===== config.mk =====
export PLATFORM = sky130hd
export DESIGN_NAME = payload_nibble_clock
export DESIGN_NICKNAME = d
export VERILOG_FILES = /design/src/rtl/pnc_pkg.sv /design/src/rtl/pnc_slot_cnt.sv /design/src/rtl/pnc_pulse.sv /design/src/rtl/pnc_capture.sv /design/src/rtl/payload_nibble_clock.sv
export SDC_FILE = /design/constraint.sdc
export NUM_CORES = 1
export LEC_CHECK = 0
export BUFFER_PORTS_ARGS = -buffer_cell sky130_fd_sc_hd__buf_2
export CAP_MARGIN = 30
export CORE_MARGIN = 3
export CORE_UTILIZATION = 45
export DETAILED_ROUTE_END_ITERATION = 12
export HOLD_SLACK_MARGIN = 0.02
export PLACE_DENSITY = 0.71
export SYNTH_ARGS = -nofsm -noshare
export SYNTH_HDL_FRONTEND = slang
export SYNTH_SLANG_ARGS = --single-unit
export TNS_END_PERCENT = 100

===== constraint.sdc =====
create_clock -name clk -period 12.6 [get_ports clk]
set_clock_uncertainty 0.05 [all_clocks]
set_input_delay 0.63 -clock clk [delete_from_list [all_inputs] [get_ports clk]]
set_output_delay 0.63 -clock clk [all_outputs]
set_load 0.1 [all_outputs]

===== src/rtl/pnc_pkg.sv =====
package pnc_pkg;
  typedef enum logic [1:0] {
    FMT_GRP85 = 2'd0,
    FMT_HDR48 = 2'd1,
    FMT_HDR12 = 2'd2,
    FMT_ALIAS = 2'd3
  } fmt_e;

  function automatic int max3(input int a, input int b, input int c);
    int m;
    m = (a > b) ? a : b;
    return (m > c) ? m : c;
  endfunction
endpackage


===== src/rtl/pnc_slot_cnt.sv =====
module pnc_slot_cnt
  import pnc_pkg::*;
#(
  parameter int A_LEN = 85,
  parameter int A_GROUPS = 56,
  parameter int A_OH = 1,
  parameter int B_LEN = 4344,
  parameter int B_GROUPS = 1,
  parameter int B_OH = 48,
  parameter int C_LEN = 1548,
  parameter int C_GROUPS = 1,
  parameter int C_OH = 12,
  parameter int CNT_W = 13,
  parameter int GRP_W = 6
) (
  input  logic       clk,
  input  logic       rst,
  input  logic       tx_bit_en,
  input  logic       rx_bit_en,
  input  logic [1:0] fmt_sel,
  input  logic       loop_sel,
  output logic       step,
  output logic       nxt_hi,
  output logic       nxt_fs,
  output logic [1:0] act_fmt,
  output logic       act_loop
);
  logic             started_q, loop_q, loop_n, load;
  fmt_e             fmt_q, fmt_n;
  logic [CNT_W-1:0] pos_q, pos_n, pay_off;
  logic [GRP_W-1:0] grp_q, grp_n;

  // Group length, group count and overhead per group for each format.
  function automatic logic [CNT_W-1:0] len_of(input fmt_e f);
    case (f)
      FMT_HDR48: len_of = CNT_W'(B_LEN);
      FMT_HDR12: len_of = CNT_W'(C_LEN);
      default:   len_of = CNT_W'(A_LEN);
    endcase
  endfunction

  function automatic logic [GRP_W-1:0] grp_of(input fmt_e f);
    case (f)
      FMT_HDR48: grp_of = GRP_W'(B_GROUPS);
      FMT_HDR12: grp_of = GRP_W'(C_GROUPS);
      default:   grp_of = GRP_W'(A_GROUPS);
    endcase
  endfunction

  function automatic logic [CNT_W-1:0] oh_of(input fmt_e f);
    case (f)
      FMT_HDR48: oh_of = CNT_W'(B_OH);
      FMT_HDR12: oh_of = CNT_W'(C_OH);
      default:   oh_of = CNT_W'(A_OH);
    endcase
  endfunction

  // Before the first frame, the requested source is used to start.
  assign step = started_q ? (loop_q ? rx_bit_en : tx_bit_en)
                          : (loop_sel ? rx_bit_en : tx_bit_en);

  always_comb begin
    load = !started_q ||
           ((pos_q == len_of(fmt_q) - 1'b1) && (grp_q == grp_of(fmt_q) - 1'b1));
    fmt_n  = load ? fmt_e'(fmt_sel) : fmt_q;
    loop_n = load ? loop_sel : loop_q;
    if (load) begin
      pos_n = '0;
      grp_n = '0;
    end else if (pos_q == len_of(fmt_q) - 1'b1) begin
      pos_n = '0;
      grp_n = grp_q + 1'b1;
    end else begin
      pos_n = pos_q + 1'b1;
      grp_n = grp_q;
    end
    pay_off = pos_n - oh_of(fmt_n);
    nxt_hi  = (pos_n >= oh_of(fmt_n)) && !pay_off[1];
    nxt_fs  = load;
  end

  always_ff @(posedge clk) begin
    if (rst) begin
      started_q <= 1'b0;
      fmt_q     <= FMT_GRP85;
      loop_q    <= 1'b0;
      pos_q     <= '0;
      grp_q     <= '0;
    end else if (step) begin
      started_q <= 1'b1;
      fmt_q     <= fmt_n;
      loop_q    <= loop_n;
      pos_q     <= pos_n;
      grp_q     <= grp_n;
    end
  end

  assign act_fmt  = fmt_q;
  assign act_loop = loop_q;
endmodule


===== src/rtl/pnc_pulse.sv =====
module pnc_pulse (
  input  logic clk,
  input  logic rst,
  input  logic step,
  input  logic nxt_hi,
  input  logic nxt_fs,
  output logic nib_clk,
  output logic frame_start,
  output logic fall_now
);
  logic nclk_q, fs_q;

  always_ff @(posedge clk) begin
    if (rst) begin
      nclk_q <= 1'b0;
      fs_q   <= 1'b0;
    end else if (step) begin
      nclk_q <= nxt_hi;
      fs_q   <= nxt_fs;
    end
  end

  assign fall_now    = step && nclk_q && !nxt_hi;
  assign nib_clk     = nclk_q;
  assign frame_start = fs_q;
endmodule


===== src/rtl/pnc_capture.sv =====
module pnc_capture #(
  parameter int NIB_W = 4
) (
  input  logic             clk,
  input  logic             rst,
  input  logic             fall_now,
  input  logic [NIB_W-1:0] nib_in,
  input  logic             pay_ready,
  output logic             pay_valid,
  output logic [NIB_W-1:0] pay_data
);
  logic             vld_q;
  logic [NIB_W-1:0] dat_q;

  always_ff @(posedge clk) begin
    if (rst) begin
      vld_q <= 1'b0;
      dat_q <= '0;
    end else if (fall_now) begin
      vld_q <= 1'b1;
      dat_q <= nib_in;
    end else if (pay_ready) begin
      vld_q <= 1'b0;
    end
  end

  assign pay_valid = vld_q;
  assign pay_data  = dat_q;
endmodule


===== src/rtl/payload_nibble_clock.sv =====
module payload_nibble_clock
  import pnc_pkg::*;
#(
  parameter int GRP85_LEN    = 85,
  parameter int GRP85_GROUPS = 56,
  parameter int GRP85_OH     = 1,
  parameter int HDR48_LEN    = 4344,
  parameter int HDR48_GROUPS = 1,
  parameter int HDR48_OH     = 48,
  parameter int HDR12_LEN    = 1548,
  parameter int HDR12_GROUPS = 1,
  parameter int HDR12_OH     = 12,
  parameter int NIB_W        = 4
) (
  input  logic             clk,
  input  logic             rst,
  input  logic             tx_bit_en,
  input  logic             rx_bit_en,
  input  logic [1:0]       fmt_sel,
  input  logic             loop_sel,
  output logic             nib_clk,
  output logic             frame_start,
  input  logic [NIB_W-1:0] nib_in,
  output logic             pay_valid,
  output logic [NIB_W-1:0] pay_data,
  input  logic             pay_ready
);
  localparam int CNT_W = $clog2(max3(GRP85_LEN, HDR48_LEN, HDR12_LEN) + 1);
  localparam int GRP_W = $clog2(max3(GRP85_GROUPS, HDR48_GROUPS, HDR12_GROUPS) + 1);

  logic       step, nxt_hi, nxt_fs, fall_now, act_loop;
  logic [1:0] act_fmt;

  pnc_slot_cnt #(
    .A_LEN(GRP85_LEN), .A_GROUPS(GRP85_GROUPS), .A_OH(GRP85_OH),
    .B_LEN(HDR48_LEN), .B_GROUPS(HDR48_GROUPS), .B_OH(HDR48_OH),
    .C_LEN(HDR12_LEN), .C_GROUPS(HDR12_GROUPS), .C_OH(HDR12_OH),
    .CNT_W(CNT_W), .GRP_W(GRP_W)
  ) u_cnt (
    .clk(clk), .rst(rst), .tx_bit_en(tx_bit_en), .rx_bit_en(rx_bit_en),
    .fmt_sel(fmt_sel), .loop_sel(loop_sel), .step(step), .nxt_hi(nxt_hi),
    .nxt_fs(nxt_fs), .act_fmt(act_fmt), .act_loop(act_loop)
  );

  pnc_pulse u_pulse (
    .clk(clk), .rst(rst), .step(step), .nxt_hi(nxt_hi), .nxt_fs(nxt_fs),
    .nib_clk(nib_clk), .frame_start(frame_start), .fall_now(fall_now)
  );

  pnc_capture #(.NIB_W(NIB_W)) u_cap (
    .clk(clk), .rst(rst), .fall_now(fall_now), .nib_in(nib_in),
    .pay_ready(pay_ready), .pay_valid(pay_valid), .pay_data(pay_data)
  );
endmodule


==> out/qor.csv <==
metric,value,unit
status,completed,
required,12.77,ns
start_util,47.3,%
period_needed,4.60,ns
ys_ff_latch,30,
use_met3,5.61,%
async_flop_share,0,%
core,4060,um^2
crit_chain,"inv_1, ha_1, or4_4, a2111oi_2, a41o_2, nand2_1, mux2i_1, inv_1, ha_1, inv_1, ha_1, a211oi_1, nor2_1, nor2_1, a21oi_1, mux2_2, a21oi_1, mux2i_1",
die_x,71.3,um
worstHoldStart,u_pulse.nib_clk$_SDFFE_PP0P_,
ios,19,
path_class,flop to flop,
leakage,0.809,nW
antenna_found_initial,0,
setup_tns,0,ns
hold_buffers,0,
netlist_area,1920,um^2
worst_slew_pin_slew,0.613,ns
vias,1729,
ir_drop,0.0000641,V
insertion_delay,0.29,ns
syn_to_final_growth,10.2,%
vias_per_cell,5.54,
max_stage_delay,0.50,ns
crit_path_end_kind,flop,
clkTransAtPathRegs,0.06,ns
grt_max_degree,35,
post-synth-top-area-fraction,31.3,%
crit_start,u_cnt.act_fmt[1]$_SDFFE_PP0P_,
maxCapViolCount,0,
synth_area_leaders,"dfxtp_1 31%, ha_1 7.8%, a21oi_1 7.6%, nor2_1 6.3%, mux2i_1 5.7%",
n_antenna_cell,0,
setup_ws,8.00,ns
die_y,71.3,um
utilization,52.1,%
synthCells,247,
totalWireLength,4080,um
hold_ws,0.418,ns
synth_edf_count,0,
place.gp.congestion,0.842,
final-setup-viol-count,0,
hold_viol_final,0,
rsz0062_at_grt,false,
critical-path-slowest-cell,a41o_2,
dp_slack,8.00,ns
synth.yosys.seq_area_share,31.3,%
busiest_layer,met2,
cts_tree,yes,
fmaxAchievable,0.217,GHz
grt_pass1_wl,7070,um
portBuffers,18,
wl_per_cell,13.1,um
period_share,36.5,%
grt_overflow_total,0,
grt_pass1_vias,1562,
use_met1,22.4,%
drc,0,
htreeDepth,2,
cts_sinks,30,
met2_usage,27.6,%
cts_buffers,5,
yosysTopAreaCell,dfxtp_1,
syn-num-nets,271,
drive_gt1_share,14.1,%
cts_root_buffer,clkbuf_8,
dpl.hpwl,2930,um
slew_headroom,58.9,%
yosysWarnings,0,
dieArea,5090,um^2
critPathLaunchType,flop,
synth-main-ff-cell,dfxtp_1,
clk_path_buf_depth,2,
slew_violations,0,
r2r-start,u_cnt.act_fmt[1]$_SDFFE_PP0P_,
yosysUniqueCellTypes,39,
crit_arrival,4.77,ns
first_pass_iters,4,
hold_path_class,flop to flop,
ant_nets,0,
drtIter0Drc,83,
p_per_area,107,nW/um^2
synth_area_per_cell,7.78,um^2
ctsResizeCount,0,
crit_fanout,22,
fin_nets,285,
grtUsageTotal,17.4,%
postCtsSetupRepairBufs,0,
num_rows,23,
report_power, final:
group | leakage, nW | internal, mW | switching, mW
clock network | 0.0482 | 0.0440 | 0.0371
registers | 0.243 | 0.0973 | 0.00210
logic | 0.518 | 0.0171 | 0.0296
kinds of logic (layout without fill, tap and decap cells):
| group | after synthesis | in the layout | share of synthesized area [%] |
|---|---|---|---|
| AND/OR/NAND/NOR | 105 | 105 | 28.5 |
| adder cells (fa/ha/maj) | 12 | 12 | 7.82 |
| flip-flops | 30 | 30 | 31.3 |
| multiplexers | 13 | 13 | 6.91 |
| XOR/XNOR | 8 | 8 | 3.65 |
| AO/OA/AOI/OAI | 57 | 57 | 16.9 |
| buffers and inverters | 22 | 37 | 4.89 |
flip-flops by register name, indices dropped and copies added, names as in the netlist:
register / cells
u_cap.pay_data: 4
u_cap.pay_valid: 1
u_cnt.act_fmt: 2
u_cnt.act_loop: 1
u_cnt.grp_q: 6
u_cnt.pos_q: 13
u_cnt.started_q: 1
u_pulse.frame_start: 1
u_pulse.nib_clk: 1
final timing paths:
path                                    endpoint  slack [ns]  cells past startpoint
setup / recovery  u_cap.pay_data[2]$_SDFFE_PP0P_        8.00                     18
hold / removal      u_pulse.nib_clk$_SDFFE_PP0P_        0.42                      2
setup reg to reg  u_cap.pay_data[2]$_SDFFE_PP0P_        8.00                     18
hold reg to reg     u_pulse.nib_clk$_SDFFE_PP0P_        0.42                      2
placed cells by master, fill, tap and decap left out, drive strengths merged:
cell type,Yosys,final
a2111oi,1,1
a211oi,1,1
a21oi,29,29
a31oi,1,1
a41o,1,1
a41oi,1,1
and3,3,3
buf,4,19
clkbuf,8,7
clkinv,0,1
dfxtp,30,30
ha,12,12
inv,10,10
mux2,2,2
mux2i,11,11
nand2,14,14
nand2b,11,11
nand3,9,9
nand3b,6,6
nand4,7,7
nor2,32,32
nor2b,3,3
nor3,8,8
nor3b,1,1
o21ai,18,18
o21ba,1,1
o221a,1,1
o22ai,2,2
o31ai,1,1
or2,3,3
or3,3,3
or3b,1,1
or4,4,4
xnor2,6,6
xor2,2,2
Yosys cell counts, drive strengths merged, types with 8 or more instances:
master and n:
o21ai 18, clkbuf 8, inv 10, nand2b 11
a21oi 29, nor3 8, ha 12, dfxtp 30
nor2 32, nand3 9, mux2i 11, nand2 14
worst max-delay path, delay by kind of cell (launching register included):
kind,cells,cell delay (ns)
compound gates,5,1.65
simple gates,4,0.85
fa+ha+maj,3,0.59
mux,3,0.80
buf+inv,3,0.20
flops,1,0.39
per-layer routing:
layer,up-vias,share of wire (%)
li1,901,-
met1,792,50
met4,0,1.4
met5,-,0
met2,30,45
met3,6,3.6
final cells by class:
type	instances	area, um^2
Clock inverter	1	5.00
Timing Repair Buffer	19	97.6
Sequential cell	30	601
Multi-Input combinational cell	195	1230
Tap cell	50	62.6
Inverter	10	37.5
Clock buffer	7	86.3
Fill cell	384	1940
per-stage QoR:
stage | power, mW | instances | instance area [um^2]
after floorplan | 0.138 | 247 | 1920
after global routing | 0.240 | 312 | 2120
after global placement | 0.147 | 304 | 2020
after CTS | 0.229 | 312 | 2120
after detailed placement | 0.148 | 304 | 2020
final | 0.227 | 312 | 2120
Note: power is estimated with default switching activity, not from simulation.
